### src/rtl/mswap_pkg.sv
package mswap_pkg;

    typedef enum logic {
        SRC_CPU  = 1'b0,
        SRC_HOST = 1'b1
    } src_e;

    typedef enum logic [1:0] {
        CLS_MMIO = 2'b00,
        CLS_MEM  = 2'b01,
        CLS_SPEC = 2'b10,
        CLS_RSVD = 2'b11
    } cls_e;

endpackage

### src/rtl/mswap_lane_rev.sv
// Mirrors the order of LANES lanes of LANE_W bits when en is high.
module mswap_lane_rev #(
    parameter int LANES  = 4,
    parameter int LANE_W = 8
) (
    input  logic                      en,
    input  logic [LANES*LANE_W-1:0]   din,
    output logic [LANES*LANE_W-1:0]   dout
);
    for (genvar i = 0; i < LANES; i++) begin : g_lane
        assign dout[i*LANE_W +: LANE_W] = en ? din[(LANES-1-i)*LANE_W +: LANE_W]
                                             : din[i*LANE_W +: LANE_W];
    end
endmodule

### src/rtl/mswap_decode.sv
// Decides per access whether lanes are mirrored and whether the control word is hit.
module mswap_decode
    import mswap_pkg::*;
#(
    parameter int                ADDR_W    = 16,
    parameter logic [ADDR_W-1:0] CTRL_ADDR = 16'h0100
) (
    input  logic              src,
    input  logic [1:0]        cls,
    input  logic [ADDR_W-1:0] addr,
    input  logic              se,
    output logic              swap,
    output logic              ctrl_hit
);
    logic is_mmio;
    logic is_host;

    always_comb begin
        is_mmio  = (cls_e'(cls) == CLS_MMIO);
        is_host  = (src_e'(src) == SRC_HOST);
        swap     = is_mmio && is_host && !se;
        ctrl_hit = is_mmio && (addr[ADDR_W-1:2] == CTRL_ADDR[ADDR_W-1:2]);
    end
endmodule

### src/rtl/mswap_se_update.sv
// Next value of the swap-enable flag from a steered control-register write.
module mswap_se_update #(
    parameter int DATA_W = 32,
    parameter int SE_BIT = 0
) (
    input  logic                  se_q,
    input  logic                  wr_hit,
    input  logic [DATA_W-1:0]     wdata,
    input  logic [DATA_W/8-1:0]   be,
    output logic                  se_d
);
    localparam int SE_LANE = SE_BIT / 8;

    always_comb begin
        se_d = se_q;
        if (wr_hit && be[SE_LANE]) begin
            se_d = wdata[SE_BIT];
        end
    end
endmodule

### src/rtl/mswap_stage.sv
module mswap_stage
    import mswap_pkg::*;
#(
    parameter int                DATA_W    = 32,
    parameter int                ADDR_W    = 16,
    parameter logic [ADDR_W-1:0] CTRL_ADDR = 16'h0100,
    parameter int                SE_BIT    = 0
) (
    input  logic                  clk,
    input  logic                  rst_n,
    input  logic                  req_valid,
    input  logic                  req_src,
    input  logic [1:0]            req_class,
    input  logic                  req_write,
    input  logic [ADDR_W-1:0]     req_addr,
    input  logic [DATA_W-1:0]     req_wdata,
    input  logic [DATA_W/8-1:0]   req_be,
    output logic                  int_valid,
    output logic                  int_write,
    output logic [1:0]            int_class,
    output logic [ADDR_W-1:0]     int_addr,
    output logic [DATA_W-1:0]     int_wdata,
    output logic [DATA_W/8-1:0]   int_be,
    input  logic [DATA_W-1:0]     int_rdata,
    output logic [DATA_W-1:0]     host_rdata,
    output logic                  host_rvalid
);
    localparam int LANES = DATA_W / 8;

    typedef struct packed {
        logic              vld;
        logic              write;
        logic [1:0]        cls;
        logic [ADDR_W-1:0] addr;
        logic [DATA_W-1:0] wdata;
        logic [LANES-1:0]  be;
        logic              swap;
        logic              hit;
        logic              ctrl_rd;
        logic              se;
    } stage_t;

    stage_t st_d, st_q;
    logic   se_q;

    logic              swap_now;
    logic              hit_now;
    logic [DATA_W-1:0] wd_steer;
    logic [LANES-1:0]  be_steer;
    logic              se_next;
    logic [DATA_W-1:0] rd_pre;

    assign se_q = st_q.se;

    mswap_decode #(
        .ADDR_W    (ADDR_W),
        .CTRL_ADDR (CTRL_ADDR)
    ) u_decode (
        .src      (req_src),
        .cls      (req_class),
        .addr     (req_addr),
        .se       (se_q),
        .swap     (swap_now),
        .ctrl_hit (hit_now)
    );

    mswap_lane_rev #(.LANES(LANES), .LANE_W(8)) u_wd_rev (
        .en   (swap_now),
        .din  (req_wdata),
        .dout (wd_steer)
    );

    mswap_lane_rev #(.LANES(LANES), .LANE_W(1)) u_be_rev (
        .en   (swap_now),
        .din  (req_be),
        .dout (be_steer)
    );

    mswap_se_update #(.DATA_W(DATA_W), .SE_BIT(SE_BIT)) u_se (
        .se_q   (se_q),
        .wr_hit (req_valid && hit_now && req_write),
        .wdata  (wd_steer),
        .be     (be_steer),
        .se_d   (se_next)
    );

    always_comb begin
        st_d         = st_q;
        st_d.vld     = req_valid;
        st_d.se      = se_next;
        if (req_valid) begin
            st_d.write   = req_write;
            st_d.cls     = req_class;
            st_d.addr    = req_addr;
            st_d.wdata   = wd_steer;
            st_d.be      = be_steer;
            st_d.swap    = swap_now;
            st_d.hit     = hit_now;
            st_d.ctrl_rd = se_q;
        end
    end

    always_ff @(posedge clk) begin
        if (!rst_n) begin
            st_q <= '0;
        end else begin
            st_q <= st_d;
        end
    end

    always_comb begin
        rd_pre = int_rdata;
        if (st_q.hit) begin
            rd_pre = DATA_W'(st_q.ctrl_rd) << SE_BIT;
        end
    end

    mswap_lane_rev #(.LANES(LANES), .LANE_W(8)) u_rd_rev (
        .en   (st_q.swap),
        .din  (rd_pre),
        .dout (host_rdata)
    );

    assign int_valid   = st_q.vld && !st_q.hit;
    assign int_write   = st_q.write;
    assign int_class   = st_q.cls;
    assign int_addr    = st_q.addr;
    assign int_wdata   = st_q.wdata;
    assign int_be      = st_q.be;
    assign host_rvalid = st_q.vld && !st_q.write;

endmodule

### config.mk
export PLATFORM = sky130hd
export DESIGN_NAME = mswap_stage
export DESIGN_NICKNAME = d
export VERILOG_FILES = /design/src/rtl/mswap_pkg.sv /design/src/rtl/mswap_lane_rev.sv /design/src/rtl/mswap_decode.sv /design/src/rtl/mswap_se_update.sv /design/src/rtl/mswap_stage.sv
export SDC_FILE = /design/constraint.sdc
export NUM_CORES = 1
export LEC_CHECK = 0
export ABC_AREA = 0
export BUFFER_PORTS_ARGS = -buffer_cell sky130_fd_sc_hd__buf_2
export CORE_MARGIN = 2
export CORE_UTILIZATION = 29
export DETAILED_ROUTE_END_ITERATION = 10
export HOLD_SLACK_MARGIN = 0.02
export PLACE_DENSITY = 0.55
export SLEW_MARGIN = 20
export SYNTH_ARGS = -nofsm -noshare
export SYNTH_HDL_FRONTEND = slang
export SYNTH_HIERARCHICAL = 1
export SYNTH_SLANG_ARGS = --single-unit
### constraint.sdc
create_clock -name clk -period 3.5 [get_ports clk]
set_input_delay 0.7 -clock clk [delete_from_list [all_inputs] [get_ports clk]]
set_output_delay 0.7 -clock clk [all_outputs]
set_load 0.05 [all_outputs]
# Yosys cells after proc, flatten, opt, wreduce, memory -nomap -nowiden
# Cells that the tools add are included.
# totals
regBits,60
# classes
eq_ne,1
n_reduce_logical,12
muxes,13
# op_table
cell,n
8-bit two-way mux,8
32-bit two-way mux,1
14-bit by 7-bit equality test with 1-bit output (second input constant),1
1-bit logical AND,8
1-bit two-way mux,4
1-bit logical NOT,3
2-bit logical NOT,1

# Depth between registers and ports, before layout
# Gate-level depths: netlist of run 1.
# depth
ltp_word,5
depth_mapped,6
depth_no_buf,6

# Cells and area by module
# The synthesis of run 1 kept the hierarchy.
# by_module_without_submodules
module,area_each_um2,instances,cells_per_inst,seq_area_each_um2
mswap_stage,2921.6,1,283,1201.2
mswap_lane_rev at u_rd_rev ...,544.3,2,36,0.0
mswap_decode,45.0,1,6,0.0
mswap_lane_rev at u_be_rev,45.0,1,4,0.0
mswap_se_update,18.8,1,2,0.0

# Worst setup path after synthesis of run 1
# Ideal clock, no wire load.
# synth_path
kind,input to register
from,input req_class[1]
to,"register st_q, in the netlist se_q"
setup_slack_ps,810
setup_time_ps,115
required_ps,3385
arrival_time_ps,2575
path_buffers,2
cell_stages,6
path_cell_list,nor4b_1 buf_6 buf_12 mux2_4 mux2_4 and2_1
# synth_rtl
element,line,rtl
from (decl),mswap_stage.sv:13,"input logic [1:0] req_class,"
2-bit logical NOT,mswap_decode.sv:19,is_mmio = (cls_e'(cls) == CLS_MMIO);
1-bit logical AND (2 in a row),mswap_decode.sv:21,swap = is_mmio && is_host && !se;
8-bit two-way mux,mswap_lane_rev.sv:11,assign dout[i*LANE_W +: LANE_W] = en ? din[(LANES-1-i)*LANE_W +: LANE_W]
via wd_steer[0],mswap_stage.sv:48,logic [DATA_W-1:0] wd_steer;
to (signal assigned),mswap_stage.sv:107,st_q <= st_d;
to (decl),mswap_stage.sv:43,"stage_t st_d, st_q;"
# The timed path passes the listed nets, and every way through them passes these cells.
# A chain may end at the register's enable or synchronous reset.

# Worst setup path in the final report of run 1
# layout_path
from,register st_q[3] (netlist name)
to,output host_rdata[21]
# layout_between
elab_chain_len,1
# layout_lines
element,line,rtl
8-bit two-way mux,mswap_lane_rev.sv:11,
to (decl),mswap_stage.sv:25,"output logic [DATA_W-1:0] host_rdata,"
# Every way passes these cells.

==> results.cfg, run 1 <==
[synthesis]
synth_cells = 367
synth_cell_types = 17
synth_warnings = 6
syn_area_um2 = 4120
ys_ff_latch = 60
postSynthAreaPerCell_um2 = 11.2
yosysSeqAreaShare_pct = 29.2
syn_nets = 458

[detailed_routing]
first_pass_iters = 4
finalWirelength_um = 9100
ant_nets = 0
drc_errors = 0
wl_per_cell_um = 13.6
vias = 2842
viasPerCell = 4.24
drt_iter0_drc = 79

[die]
coreArea_um2 = 13900
die_area_um2 = 15200
ios = 180
die_y_um = 123
die_x_um = 123
rows = 43
start_util_pct = 29.7

[grt]
grt_max_degree = 61
grt_pass1_vias = 2731
overflow = 0
track_usage_pct = 11.3
grt_antenna_before_repair = 2
grt_pass1_wl_um = 13400

[finish]
seq_area_um2 = 1200
drive_gt1_share_pct = 55.1
fillerInstances = 1443
final_cells = 670
area_growth_pct = 18.8
nNetsFinal = 576
antenna_cells = 0
final_common_cell = buf_2
final_cell_mix = 178 x buf_2, 91 x nor2b_1, 61 x mux2_4
final_cell_area_um2 = 4890
multi_input_area_um2 = 2240

[power_and_ir_drop]
p_leak_nw = 2.45
ir_drop_mv = 0.222
power.density_nw_per_um2 = 440

[timing]
worst-slew-pin-transition_ps = 909
setup_viol = 0
fin_crit_ps = 2520
grt_setup_unrepaired = false
timing.final.crit_share_pct = 72.1
skew_ps = 3.68
fmax_mhz = 396
maxSlewHeadroom_pct = 39.4
drv_slew = 0
fin_ws_ps = 978
setup_tns_ps = 0
finalHoldViolCount = 0

[place]
place_area_um2 = 4610
place_ws_ps = 840
dpl.cell_count = 654
dpl.hpwl_um = 6840
gp_congestion = 0.716
port_buffers = 179

[clocking]
cts_sinks = 60
clk_path_buf_depth = 2
cts_root_buf = clkbuf_16
cts_resized = 0
post-cts-setup-buffer-count = 0
cts_made_buffers = 9
clock_latency_ps = 320
cts.clk_slew.worst_paths_ps = 50
htreeDepth = 3
cts_hold_buffers = 0
tritoncts = yes

[min_path]
hold_end = int_addr[13]$_SDFFE_PN0P_
min_path_type = reg2reg
hold_start = int_addr[13]$_SDFFE_PN0P_
min_path_cells = 2

[worst_setup_path]
worstPathArrival_ps = 1820
path_cells = buf_4, mux2_2, buf_2
slowest_stage = dfxtp_2
r2r_end = int_be[2]$_SDFFE_PN0P_
critPathKind = reg2out
rr_worst_depth = 5
crit_fanout = 16
worstReg2RegStart = se_q$_SDFF_PN0_
critical_path.max_stage_delay_ps = 620
critPathCaptureType = output pin
startpoint_type = flip-flop
cp.required_ps = 2800
rrSetupSlack_ps = 1390

[flow_run]
cap_violations = 0

[run_status]
run_status = finished clean
per-stage QoR:
stage	power, mW	util, %	hold WS, ps
final	2.15	35.3	509
after global routing	2.25	35.3	535
after floorplan	1.27	-	477
after CTS	2.20	35.3	515
after detailed placement	1.34	33.2	500
after global placement	1.34	33.2	491
per-layer routing:
| layer | GRT usage [%] | vias up | wire, um |
|---|---|---|---|
| li1 | - | 1411 | - |
| met1 | 13.4 | 1296 | 3970 |
| met2 | 18.3 | 122 | 4050 |
| met3 | 5.54 | 11 | 989 |
| met4 | 3.20 | 2 | 80 |
| met5 | 0 | - | 13 |
cells in the mapped netlist:
cell | count | area, um2
nor2b_1 | 91 | 569
dfxtp_1 | 60 | 1200
buf_2 | 3 | 15.0
nand2_1 | 1 | 3.75
and3_1 | 1 | 6.26
and4_1 | 1 | 8.76
nor4_1 | 3 | 18.8
mux2_4 | 61 | 916
mux2_2 | 9 | 101
and2_1 | 2 | 12.5
nor4b_1 | 2 | 17.5
buf_6 | 4 | 45.0
buf_8 | 5 | 75.1
clkbuf_1 | 6 | 22.5
buf_4 | 54 | 405
mux2i_1 | 58 | 581
buf_12 | 6 | 120
state kept, by name (all words and copies together) (netlist names):
| name | cells |
|---|---|
| int_addr | 16 |
| int_be | 4 |
| int_write | 1 |
| int_wdata | 32 |
| se_q | 1 |
| int_class | 2 |
| st_q | 4 |
report_power, final:
part	internal, mW	switching [mW]	total [mW]	leakage (nW)
sequential	0.726	0.0227	0.749	0.495
combinational	0.215	0.360	0.575	1.81
clock	0.536	0.295	0.831	0.140
total	1.48	0.678	2.15	2.45
kinds of logic (layout without fill, tap and decap cells):
group                  Yosys count  count (layout)  synth area share (%)
AND/OR/NAND/NOR                101             101                  15.5
multiplexers                   128             128                  38.8
buffers and inverters           78             201                  16.6
flip-flops                      60              60                  29.2
critical path, delay by kind of cell (launching register included):
family / cells / cell delay [ps]
multiplexers: 1 / 350
buffers and inverters: 2 / 530
flip-flops: 1 / 620
worst max-delay path by stage:
stage / start / endpoint / cells after the start
final: st_q[3]$_SDFFE_PN0P_ / host_rdata[21] / 3
after detailed placement: req_class[1] / int_be[2]$_SDFFE_PN0P_ / 6
after global placement: req_class[1] / int_be[1]$_SDFFE_PN0P_ / 6
after CTS: st_q[3]$_SDFFE_PN0P_ / host_rdata[21] / 3
after floorplan: req_class[1] / se_q$_SDFF_PN0_ / 6
after global routing: st_q[3]$_SDFFE_PN0P_ / host_rdata[21] / 3
cell type report:
class | count | area share (%)
multi-input cells | 229 | 45.8
flip-flops and latches | 60 | 24.6
repair buffers | 185 | 19.3
clock buffers | 15 | 5.67
well taps | 180 | 4.60
clock inverters | 1 | 0.102
(Power assumes the default switching activity.)
==> run 2: changes to the inputs <==
Clock period 3.5 ns to 2.55 ns, I/O delays scaled along.
==> run 2 against run 1 <==
Combinational power is 39% higher. Setup slack worse by 720 ps. Utilization is 0.15 points higher. Total power is 33% higher. Count of clock-buffer cells in the layout is 3 lower. Clock skew hardly changed. Hold slack worse by 57 ps. Register-to-register slack worse by 740 ps. Wire length is 1.1% higher. Die area stayed put. Via count is 0.70% lower. Critical endpoint is now host_rdata[7].
==> results.cfg, run 2 (synthesized netlist as in run 1, its figures left out) <==
[run_status]
run_status = finished clean

[place]
dpl.hpwl_um = 6970
port_buffers = 179
gp_congestion = 0.689
dpl.cell_count = 655

[worst_setup_path]
rrSetupSlack_ps = 650
critPathCaptureType = output pin
critPathKind = reg2out
cp.required_ps = 2040
r2r_end = se_q$_SDFF_PN0_
rr_worst_depth = 5
worstReg2RegStart = se_q$_SDFF_PN0_
startpoint = st_q[2]$_SDFFE_PN0P_
crit_fanout = 23
worstPathArrival_ps = 1790
startpoint_type = flip-flop

[clocking]
cts_hold_buffers = 0
clk_path_buf_depth = 2
cts_made_buffers = 9
cts.clk_slew.worst_paths_ps = 50
cts_resized = 0
cts_root_buf = clkbuf_16
cts_sinks = 60
htreeDepth = 3
tritoncts = yes
post-cts-setup-buffer-count = 0
clock_latency_ps = 320

[die]
die_x_um = 123
start_util_pct = 29.7
die_area_um2 = 15200
die_y_um = 123
ios = 180
coreArea_um2 = 13900
rows = 43

[power_and_ir_drop]
internal_power_mw = 1.96
p_clk_share_pct = 36.4
p_seq_share_pct = 35.8
ir_drop_mv = 0.341
p_leak_nw = 2.45
switchingPower_mw = 0.912
power.density_nw_per_um2 = 584
swShare_pct = 31.8
pwr-share-comb_pct = 27.8

[timing]
skew_ps = 3.64
setup_tns_ps = 0
worst-slew-pin-transition_ps = 623
timing.final.crit_share_pct = 90.0
grt_setup_unrepaired = false
fmax_mhz = 436
drv_slew = 0
setup_viol = 0
fin_crit_ps = 2300
finalHoldViolCount = 0
maxSlewHeadroom_pct = 58.4
holdWs_ps = 452

[finish]
final_cells = 667
fillerInstances = 1416
drive_gt1_share_pct = 55.0
seq_area_um2 = 1200
final_cell_mix = 178 x buf_2, 91 x nor2b_1, 61 x mux2_4
final_common_cell = buf_2
area_growth_pct = 19.3
antenna_cells = 0
fin_util_pct = 35.4
largest_reg_flops = 32
multi_input_area_um2 = 2240
nNetsFinal = 577

[grt]
track_usage_pct = 11.6
grt_antenna_before_repair = 2
grt_pass1_wl_um = 13600
grt_max_degree = 37
overflow = 0
grt_pass1_vias = 2727

[min_path]
hold_start = req_addr[1]
min_path_type = in2reg
hold_end = int_addr[1]$_SDFFE_PN0P_
min_path_cells = 3

[detailed_routing]
vias = 2822
finalWirelength_um = 9210
drc_errors = 0
drt_iter0_drc = 61
wl_per_cell_um = 13.8
viasPerCell = 4.23
first_pass_iters = 4
ant_nets = 0

[flow_run]
cap_violations = 0
[run 2: cell count changes in the layout (fill, tap and decap cells not counted), sizes merged]
cell	before	now
clkbuf	15	12
clkinv	1	0
buf	185	186
[run 2: cell type report]
class | count | share of cell area [%]
multi-input combinational | 229 | 45.6
clock buffer | 12 | 5.01
sequential | 60 | 24.5
timing repair buffer | 186 | 20.4
tap | 180 | 4.58
[run 2: worst max-delay path by stage]
stage,depth (start not counted),slack [ps],to
after floorplan,6,50,se_q$_SDFF_PN0_
after global placement,6,340,se_q$_SDFF_PN0_
after detailed placement,6,340,se_q$_SDFF_PN0_
after CTS,4,210,host_rdata[31]
after global routing,4,140,host_rdata[7]
final,4,250,host_rdata[7]
[run 2: power groups by stage]
stage | clock network, mW | logic, mW | registers, mW
4_1_cts | 1.09 | 0.810 | 1.03
2_1_floorplan | 0 | 0.701 | 1.04
3_5_place_dp | 0 | 0.808 | 1.05
5_1_grt | 1.14 | 0.849 | 1.03
3_3_place_gp | 0 | 0.799 | 1.04
6_report | 1.04 | 0.800 | 1.03
[run 2: critical path: stages, from the launching register on]
cell	delay (ps)
dfxtp_1	550
buf_4	330
nor2b_1	100
mux2_4	270
buf_2	210
[run 2: per-layer routing]
layer / vias up / track usage [%] / routed length, um
met5: - / 0 / 16
met4: 2 / 2.98 / 53
met3: 10 / 5.12 / 953
met2: 121 / 18.3 / 4090
met1: 1276 / 14.5 / 4090
li1: 1413 / - / -
[run 2: per-stage QoR]
| step | instance area, um2 | total power [mW] | setup WS, ps |
|---|---|---|---|
| floorplan | 4120 | 1.74 | 50.3 |
| global route | 4920 | 3.02 | 135 |
| detailed placement | 4670 | 1.85 | 336 |
| finish | 4920 | 2.87 | 254 |
| CTS | 4920 | 2.93 | 208 |
| global placement | 4670 | 1.84 | 342 |
